<file path="src/rtl/smpf_pkg.sv">
// Shared widths and the raw sample type for the conversion sample queue.
// Assumes a 12-bit converter value and a 16-bit read word.
package smpf_pkg;
    parameter int VAL_W   = 12;
    parameter int WORD_W  = 16;
    parameter int BYTE_W  = 8;
    parameter int ERR_BIT = 15;

    typedef struct packed {
        logic             err;
        logic [VAL_W-1:0] val;
    } sample_t;
endpackage

</file>
<file path="src/rtl/smpf_format.sv">
// Turns a raw sample into the stored word. Assumes ERR_BIT lies above the
// value field, so the optional byte shift never moves the error bit.
module smpf_format
    import smpf_pkg::*;
(
    input  sample_t             smp,
    input  logic                err_cap,
    input  logic                byte_mode,
    output logic [WORD_W-1:0]   word
);
    // Place the value (full width or top byte) and the optional error bit.
    always_comb begin
        word = '0;
        if (byte_mode)
            word[BYTE_W-1:0] = smp.val[VAL_W-1 -: BYTE_W];
        else
            word[VAL_W-1:0] = smp.val;
        word[ERR_BIT] = err_cap & smp.err;
    end
endmodule

</file>
<file path="src/rtl/smpf_store.sv">
// Circular word store with a separate level counter. Assumes DEPTH is a
// power of two so the pointers wrap by overflow. A push into a full store
// is dropped unless a pop frees a slot in the same cycle. A pop from an
// empty store moves nothing.
module smpf_store #(
    parameter int DEPTH  = 8,
    parameter int WORD_W = 16,
    parameter int LVL_W  = $clog2(DEPTH + 1)
) (
    input  logic               clk,
    input  logic               rst_n,
    input  logic               wr_req,
    input  logic [WORD_W-1:0]  wr_word,
    input  logic               rd_req,
    output logic [WORD_W-1:0]  rd_word,
    output logic [LVL_W-1:0]   level,
    output logic               full,
    output logic               empty,
    output logic               ovf_evt,
    output logic               udf_evt
);
    localparam int PTR_W = (DEPTH > 1) ? $clog2(DEPTH) : 1;

    logic [WORD_W-1:0] mem [DEPTH];
    logic [PTR_W-1:0]  wr_ptr, rd_ptr;
    logic [DEPTH-1:0]  we;
    logic              wr_ok, rd_ok;

    // Status derived from the level counter.
    assign full    = (level == LVL_W'(DEPTH));
    assign empty   = (level == '0);
    assign wr_ok   = wr_req & (~full | rd_req);
    assign rd_ok   = rd_req & ~empty;
    assign ovf_evt = wr_req & full & ~rd_req;
    assign udf_evt = rd_req & empty;
    assign rd_word = empty ? '0 : mem[rd_ptr];

    // Per-entry write enable decoded from the write pointer.
    for (genvar g = 0; g < DEPTH; g++) begin : g_we
        assign we[g] = wr_ok && (wr_ptr == PTR_W'(g));
    end

    // Entry storage.
    always_ff @(posedge clk) begin
        if (!rst_n) begin
            for (int i = 0; i < DEPTH; i++) mem[i] <= '0;
        end else begin
            for (int i = 0; i < DEPTH; i++)
                if (we[i]) mem[i] <= wr_word;
        end
    end

    // Pointer advance on accepted push and pop.
    always_ff @(posedge clk) begin
        if (!rst_n) begin
            wr_ptr <= '0;
            rd_ptr <= '0;
        end else begin
            if (wr_ok) wr_ptr <= wr_ptr + PTR_W'(1);
            if (rd_ok) rd_ptr <= rd_ptr + PTR_W'(1);
        end
    end

    // Level counter update.
    always_ff @(posedge clk) begin
        if (!rst_n) begin
            level <= '0;
        end else begin
            case ({wr_ok, rd_ok})
                2'b10:   level <= level + LVL_W'(1);
                2'b01:   level <= level - LVL_W'(1);
                default: level <= level;
            endcase
        end
    end
endmodule

</file>
<file path="src/rtl/smpf_flags.sv">
// Sticky error flags and threshold request logic. Assumes the event inputs
// are single-cycle qualifiers; a set in the same cycle as a clear wins.
module smpf_flags #(
    parameter int LVL_W = 4,
    parameter int TH_W  = 4
) (
    input  logic              clk,
    input  logic              rst_n,
    input  logic [LVL_W-1:0]  level,
    input  logic [TH_W-1:0]   thresh,
    input  logic              dreq_en,
    input  logic              ovf_evt,
    input  logic              udf_evt,
    input  logic              clr_over,
    input  logic              clr_under,
    input  logic              irq_en,
    input  logic              irq_force,
    output logic              over_flag,
    output logic              under_flag,
    output logic              dreq,
    output logic              irq_raw,
    output logic              irq_out
);
    localparam int CMP_W = (LVL_W > TH_W) ? LVL_W : TH_W;
    localparam int NFLAG = 2;

    logic [NFLAG-1:0] set_v, clr_v, flg;

    assign set_v = {udf_evt, ovf_evt};
    assign clr_v = {clr_under, clr_over};

    // One sticky bit per error kind.
    for (genvar g = 0; g < NFLAG; g++) begin : g_sticky
        logic q;
        // Hold until cleared; a new event overrides the clear.
        always_ff @(posedge clk) begin
            if (!rst_n) q <= 1'b0;
            else        q <= (q & ~clr_v[g]) | set_v[g];
        end
        assign flg[g] = q;
    end

    assign over_flag  = flg[0];
    assign under_flag = flg[1];

    // Threshold comparison and interrupt combination.
    always_comb begin
        irq_raw = CMP_W'(level) >= CMP_W'(thresh);
        dreq    = irq_raw & dreq_en;
        irq_out = (irq_raw & irq_en) | irq_force;
    end
endmodule

</file>
<file path="src/rtl/smpf_top.sv">
// Conversion sample queue top. Formats each accepted conversion, stores it,
// and raises request and interrupt outputs from the fill level.
// Assumes conv_done is a one-cycle pulse and that DEPTH is a power of two.
module smpf_top
    import smpf_pkg::*;
#(
    parameter int DEPTH = 8,
    parameter int TH_W  = 4,
    parameter int LVL_W = $clog2(DEPTH + 1)
) (
    input  logic               clk,
    input  logic               rst_n,
    input  logic               conv_done,
    input  logic [VAL_W-1:0]   conv_val,
    input  logic               conv_err,
    input  logic               fifo_en,
    input  logic               err_cap,
    input  logic               byte_mode,
    input  logic [TH_W-1:0]    thresh,
    input  logic               dreq_en,
    input  logic               pop,
    input  logic               clr_over,
    input  logic               clr_under,
    input  logic               irq_en,
    input  logic               irq_force,
    output logic [WORD_W-1:0]  rd_word,
    output logic [LVL_W-1:0]   level,
    output logic               full,
    output logic               empty,
    output logic               over_flag,
    output logic               under_flag,
    output logic               dreq,
    output logic               irq_raw,
    output logic               irq_out
);
    sample_t           smp;
    logic [WORD_W-1:0] fmt_word;
    logic              push_req, ovf_evt, udf_evt;

    // Qualify the conversion pulse with the queue enable.
    assign push_req = conv_done & fifo_en;
    assign smp      = '{err: conv_err, val: conv_val};

    smpf_format u_fmt (
        .smp       (smp),
        .err_cap   (err_cap),
        .byte_mode (byte_mode),
        .word      (fmt_word)
    );

    smpf_store #(.DEPTH(DEPTH), .WORD_W(WORD_W), .LVL_W(LVL_W)) u_store (
        .clk     (clk),
        .rst_n   (rst_n),
        .wr_req  (push_req),
        .wr_word (fmt_word),
        .rd_req  (pop),
        .rd_word (rd_word),
        .level   (level),
        .full    (full),
        .empty   (empty),
        .ovf_evt (ovf_evt),
        .udf_evt (udf_evt)
    );

    smpf_flags #(.LVL_W(LVL_W), .TH_W(TH_W)) u_flags (
        .clk        (clk),
        .rst_n      (rst_n),
        .level      (level),
        .thresh     (thresh),
        .dreq_en    (dreq_en),
        .ovf_evt    (ovf_evt),
        .udf_evt    (udf_evt),
        .clr_over   (clr_over),
        .clr_under  (clr_under),
        .irq_en     (irq_en),
        .irq_force  (irq_force),
        .over_flag  (over_flag),
        .under_flag (under_flag),
        .dreq       (dreq),
        .irq_raw    (irq_raw),
        .irq_out    (irq_out)
    );
endmodule

</file>
<file path="config.mk">
export PLATFORM = sky130hd
export DESIGN_NAME = smpf_top
export DESIGN_NICKNAME = d
export VERILOG_FILES = /design/src/rtl/smpf_pkg.sv /design/src/rtl/smpf_format.sv /design/src/rtl/smpf_store.sv /design/src/rtl/smpf_flags.sv /design/src/rtl/smpf_top.sv
export SDC_FILE = /design/constraint.sdc
export NUM_CORES = 1
export LEC_CHECK = 0
export CAP_MARGIN = 25
export CORE_MARGIN = 1.5
export CORE_UTILIZATION = 31
export DETAILED_ROUTE_END_ITERATION = 16
export GPL_ROUTABILITY_DRIVEN = 0
export SYNTH_ARGS = -nofsm -noshare
export SYNTH_HDL_FRONTEND = slang
export SYNTH_SLANG_ARGS = --single-unit
</file>
<file path="constraint.sdc">
create_clock -name clk -period 4.47 [get_ports clk]
set_input_delay 0.894 -clock clk [delete_from_list [all_inputs] [get_ports clk]]
set_output_delay 0.894 -clock clk [all_outputs]
set_load 0.01 [all_outputs]
</file>
Yosys cells after proc, flatten, opt, wreduce, memory -nomap -nowiden:

Memories as Yosys holds them, arrays and structs flattened. A register that Yosys moved wholly into a read port is not among the register bits.
Cells that the tools add are included.

* bits in registers: 12
* RAM bits: 104
* input bits: 29
* output and inout port bits: 27
* word-level logic and storage cells: 99
* memories kept: 1

* add/subtract/negate cells: 4
* magnitude comparators: 1
* equality and inequality tests: 10
* muxes and demuxes: 39
* bitwise operators: 28
* reductions and logical operators: 11

Memory list
* u_store.mem: depth 8, bits a word 13, read ports 1, clocked after memory_dff 1, write ports 8, RTL line smpf_store.sv:24 `logic [WORD_W-1:0] mem [DEPTH];`

Operators with widths (count)
* 2-to-1 mux 13 bit: 8
* 2-to-1 mux 1 bit: 25
* 2-to-1 mux 16 bit: 1
* equality test 3 bit, second input constant: 4
* OR 1 bit: 12
* AND 1 bit: 11
* logical AND 1 bit: 8
* 2-to-1 mux 8 bit: 1
* one-hot mux 4 bit (2 select lines): 1
* adder 3 x 1 -> 3 bit, second input constant: 2
* equality test 3 x 2 -> 1 bit, second input constant: 2
* 2-to-1 mux 3 bit: 2
* inverter 1 bit: 5
* adder 4 x 1 -> 4 bit, second input constant: 1
* equality test 4 bit, second input constant: 1
* greater-or-equal comparator 4 bit: 1
* zero test 4 bit: 1
* 2-to-1 mux 4 bit: 1
* subtractor 4 x 1 -> 4 bit, second input constant: 1
* equality test 3 x 1 -> 1 bit, second input constant: 1
* zero test 3 bit: 1
* equality test 2 x 1 -> 1 bit, second input constant: 1
* equality test 2 bit, second input constant: 1
* nonzero test 2 bit: 1

Depth between registers and ports, before layout:

* depth after elaboration: 9
* mapped depth: 11
* mapped depth without buffers: 9

By module:

From an unflattened synthesis, not the netlist that was laid out.

* cell total of the unflattened synthesis: 467
* area, all modules: 6583.8 µm²

Modules (own cells, without submodules)
* smpf_store: instances 1, cells an instance 428, area an instance 6206.0 µm², seq. area each 4103.9 µm²
* smpf_format: instances 1, cells an instance 18, area an instance 191.4 µm², seq. area each 0.0 µm²
* smpf_flags: instances 1, cells an instance 20, area an instance 180.2 µm², seq. area each 40.0 µm²
* smpf_top: instances 1, cells an instance 1, area an instance 6.3 µm², seq. area each 0.0 µm²

Least setup slack after synthesis:

Ideal clock, no wire load.

* kind: input port to output port
* start point: in thresh[0]
* end point: out dreq
* data arrival time: 1878 ps
* required time: 3576 ps
* setup slack: 1698 ps
* cell stages on the path: 5
* path buffers: 0
* cells stage by stage: ha_1 -> nand2b_1 -> a21oi_1 -> o21ai_0 -> and2_1

* word-level cells in the longest chain between the ends: 2

RTL lines
* start: declaration: RTL line smpf_top.sv:19 `input logic [TH_W-1:0] thresh,`
* greater-or-equal comparator 4 bit: RTL line smpf_flags.sv:48 `irq_raw = CMP_W'(level) >= CMP_W'(thresh);`
* net irq_raw: RTL line smpf_top.sv:33 `output logic irq_raw,`
* AND 1 bit: RTL line smpf_flags.sv:49 `dreq = irq_raw & dreq_en;`
* end: declaration: RTL line smpf_top.sv:32 `output logic dreq,`

The timed path passes the listed nets, and every way through them passes these cells.

Worst setup path in the final report:

* start point: in thresh[3]
* end point: out dreq

* word-level cells in the longest chain between the ends: 2

RTL lines (RTL line)
* greater-or-equal comparator 4 bit: smpf_flags.sv:48
* AND 1 bit: smpf_flags.sv:49

Every way passes these cells.

==> results.md <==
- RSZ-0062 raised after global routing: no
- Post-DP HPWL: approximately 8000 microns
- Fraction of registers with async set/reset: 0
- PD cells: between 500 and 600 nW/um^2
- Final period utilization: 0.8127
- HP Class: reg -> reg
- Slew Limit Fails: 0
- TritonCTS Buffers: 17
- Total GRT Usage: 0.1477
- Vias in the first global route: 3602
- Critical R2R Launch: u_store.level[1]
- Switch Pwr: a little over 1 mW
- Hold_sp: u_store.wr_ptr[2]
- Top cell type by total area after synthesis: edfxtp_1
- Post-Syn Instances: 406
- Final setup violation count: 0
- Die Y: between 100 and 150 microns
- # diodes: 0
- Final ANT Viol Nets: 0
- Final instance count without filler cells: 697
- WL/cell: approximately 18 microns
- Crit path kind: in -> out
- Switching Share: 0.2889
- WP data required: roughly 3600 ps
- Register bit total from synthesis: about 120
- DR iter-0 viols: between 300 and 400
- Minimum clock period after layout: between 3000 and 4000 ps
- Root buffer cell: clkbuf_16
- Hold Path Sink: u_store.wr_ptr[2]
- Antenna violations before repair: 0
- Synth-to-layout area growth: 22.62%
- Setup crit end kind: output port
- Logic pwr share: 0.253
- Number of synthesized flops with an enable pin: roughly 100
- Synth Flop Type: edfxtp_1
- Core Region: between 15000 and 20000 sq um
- Mapped cell area: around 5500 sq um
- Drt total wl: approximately 13000 microns
- TNS Setup: 0 ps
- Worst-path clk slew: 60 ps
- Slew at the pin with the worst max-slew slack: 1007 ps
- VDD IR max: 0.0003018 V
- Sequential share of the synthesized area: 0.6207
- Placed Cells: approximately 670
- Post-CTS resize count: 0
- First drt pass iteration count: 5
- Clk sinks: roughly 120
- Clk_skew: 8.427 ps
- Row count: 48
- CTS Hold Bufs: 0
- Pin count of the biggest net entering global routing: 27
- Routed vias: ~3.4k
- Critical path peak fanout: 3
- Synth warnings: 0
- # DRC: 0
- Clk buf depth: 2
- Hold Path Depth: 2
- I/O Buffers: 52
- Worst r2r path cells: 9
- Synth cell count leaders: edfxtp_1, nor2_1, mux4_2
- Final Hold Vio Count: 0
- Leak: about 2.5 nW
- Ranking of synthesized cells by area: edfxtp_1, mux4_2, nor2_1
- Power share of the clock group: 0.359
- CP Launch Type: primary input
- Total power: roughly 3.5 mW
- Synth cell types: 36
- TritonCTS clock tree: yes
- Crit path DAT: 2740 ps
- Share of layout cells above drive strength 1: 0.1695
- Relative slew slack: 0.3275
- Final nets: about 500
- # Post-CTS Setup Buffers: 0
- Top-Level Pins: 56
- Max-Cap Viols: 0
- Avg Inst Size Synth: between 10 and 15 sq um
- Status: complete, no violations
- CTS H-tree depth: 4
- DR vias/cell: approximately 4.9
- Gr ovfl total: 0
- Die Width: between 100 and 150 microns
- Sequential power share: 0.388
- Yosys top cell area share: 0.5662
- Internal power: ~2.5 mW
- Later-pin clock latency in the skew report: just over 400 ps
- Total die area: approximately 19000 sq um
- Worst reg-to-reg setup slack: 1800 ps
- First-pass GRT wire length: about 20000 microns
- RR Endpoint: u_store.level[2]
- Initial Util: 0.3178
- FMAX: 275.3 MHz
==> layout by cell type (no fill, tap or decap), types with 2 or more instances in the layout <==
| master | n |
|---|---|
| clkdlybuf4s50_1 | 52 |
| mux2_2 | 8 |
| nand2_1 | 23 |
| mux4_2 | 26 |
| nand3_1 | 5 |
| nor2_1 | 104 |
| clkinv_2 | 3 |
| clkinvlp_4 | 2 |
| clkinv_1 | 2 |
| mux2i_1 | 15 |
| conb_1 | 3 |
| xnor2_1 | 2 |
| clkbuf_16 | 17 |
| a21o_1 | 2 |
| nand3_2 | 6 |
| inv_6 | 3 |
| inv_1 | 24 |
| edfxtp_1 | 104 |
| buf_4 | 5 |
| clkinv_4 | 4 |
| nor2b_1 | 2 |
| dfxtp_1 | 14 |
| and2_1 | 2 |
| a21oi_1 | 5 |
| ha_1 | 14 |
| o21ai_0 | 5 |
| xor2_1 | 4 |
==> cell type report <==
| cell class | instances | area, sq um |
|---|---|---|
| Tap cell | 225 | 281.5 |
| Multi-Input combinational cell | 240 | 1854 |
| Sequential cell | 119 | 3425 |
| Clock inverter | 15 | 128.9 |
| Fill cell | 1605 | 10590 |
| Clock buffer | 17 | 425.4 |
| Timing Repair Buffer | 57 | 558.0 |
| Inverter | 24 | 90.09 |
==> registers in the layout, indices dropped and copies added, names as in the netlist, named ones only <==
| signal | count |
|---|---|
| u_store.wr_ptr | 3 |
| u_flags.under_flag | 1 |
| u_store.rd_ptr | 3 |
| u_store.mem | 104 |
| u_store.level | 4 |
| u_flags.over_flag | 1 |
==> power groups by stage <==
stage / Combinational [mW] / Sequential [mW] / Clock (mW)
finish: 0.892 / 1.37 / 1.26
global route: 0.975 / 1.38 / 1.32
CTS: 0.916 / 1.37 / 1.28
detailed placement: 0.912 / 1.39 / 0
global placement: 0.898 / 1.38 / 0
floorplan: 0.568 / 1.36 / 0
==> kinds of logic (layout without fill, tap and decap cells) <==
kind of cell | Yosys count | count (layout) | synth area share
buffers and inverters | 49 | 113 | 0.04447
muxes | 49 | 49 | 0.1497
DFF | 119 | 119 | 0.6207
AOI/OAI and AO/OA | 16 | 16 | 0.01724
other | 1 | 3 | 0.0006799
and+or+nand+nor | 152 | 152 | 0.1259
xor gates and xnor gates | 6 | 6 | 0.009528
adders and majority gates | 14 | 14 | 0.03176
==> critical path, cell delays in order <==
cell and delay [ps]:
clkdlybuf4s50_1 460, inv_1 40, ha_1 280, nand2_1 50, o21ai_0 300, and2_1 180
clkdlybuf4s50_1 530
==> metrics by stage <==
step                      hold slack, ps  cell area, sq um  utilization  worst slack [ps]
after floorplan                    475.5              5523            -              1698
after global placement             491.3              6208       0.3577             892.4
after detailed placement           481.8              6208       0.3577             828.9
after CTS                          510.8              6763       0.3896             812.8
after global routing               548.7              6763       0.3896             691.5
final                              510.7              6763       0.3896             837.1
==> per-layer routing <==
metal  wire (microns)  part of all wire  track usage
met1             5862              0.46       0.1963
met2             5931              0.46       0.2292
met3              723             0.056      0.03990
met4              283             0.022      0.05910
met5                0                 0            0
==> how the worst max path moves through the flow <==
stage	endpoint	slack (ps)	depth (start not counted)	start
global placement	dreq	890	7	thresh[3]
global route	dreq	690	7	thresh[0]
CTS	dreq	810	7	thresh[3]
detailed placement	dreq	830	7	thresh[3]
finish	dreq	840	7	thresh[3]
floorplan	dreq	1700	5	thresh[0]
Note: power is estimated with default switching activity, not from simulation.
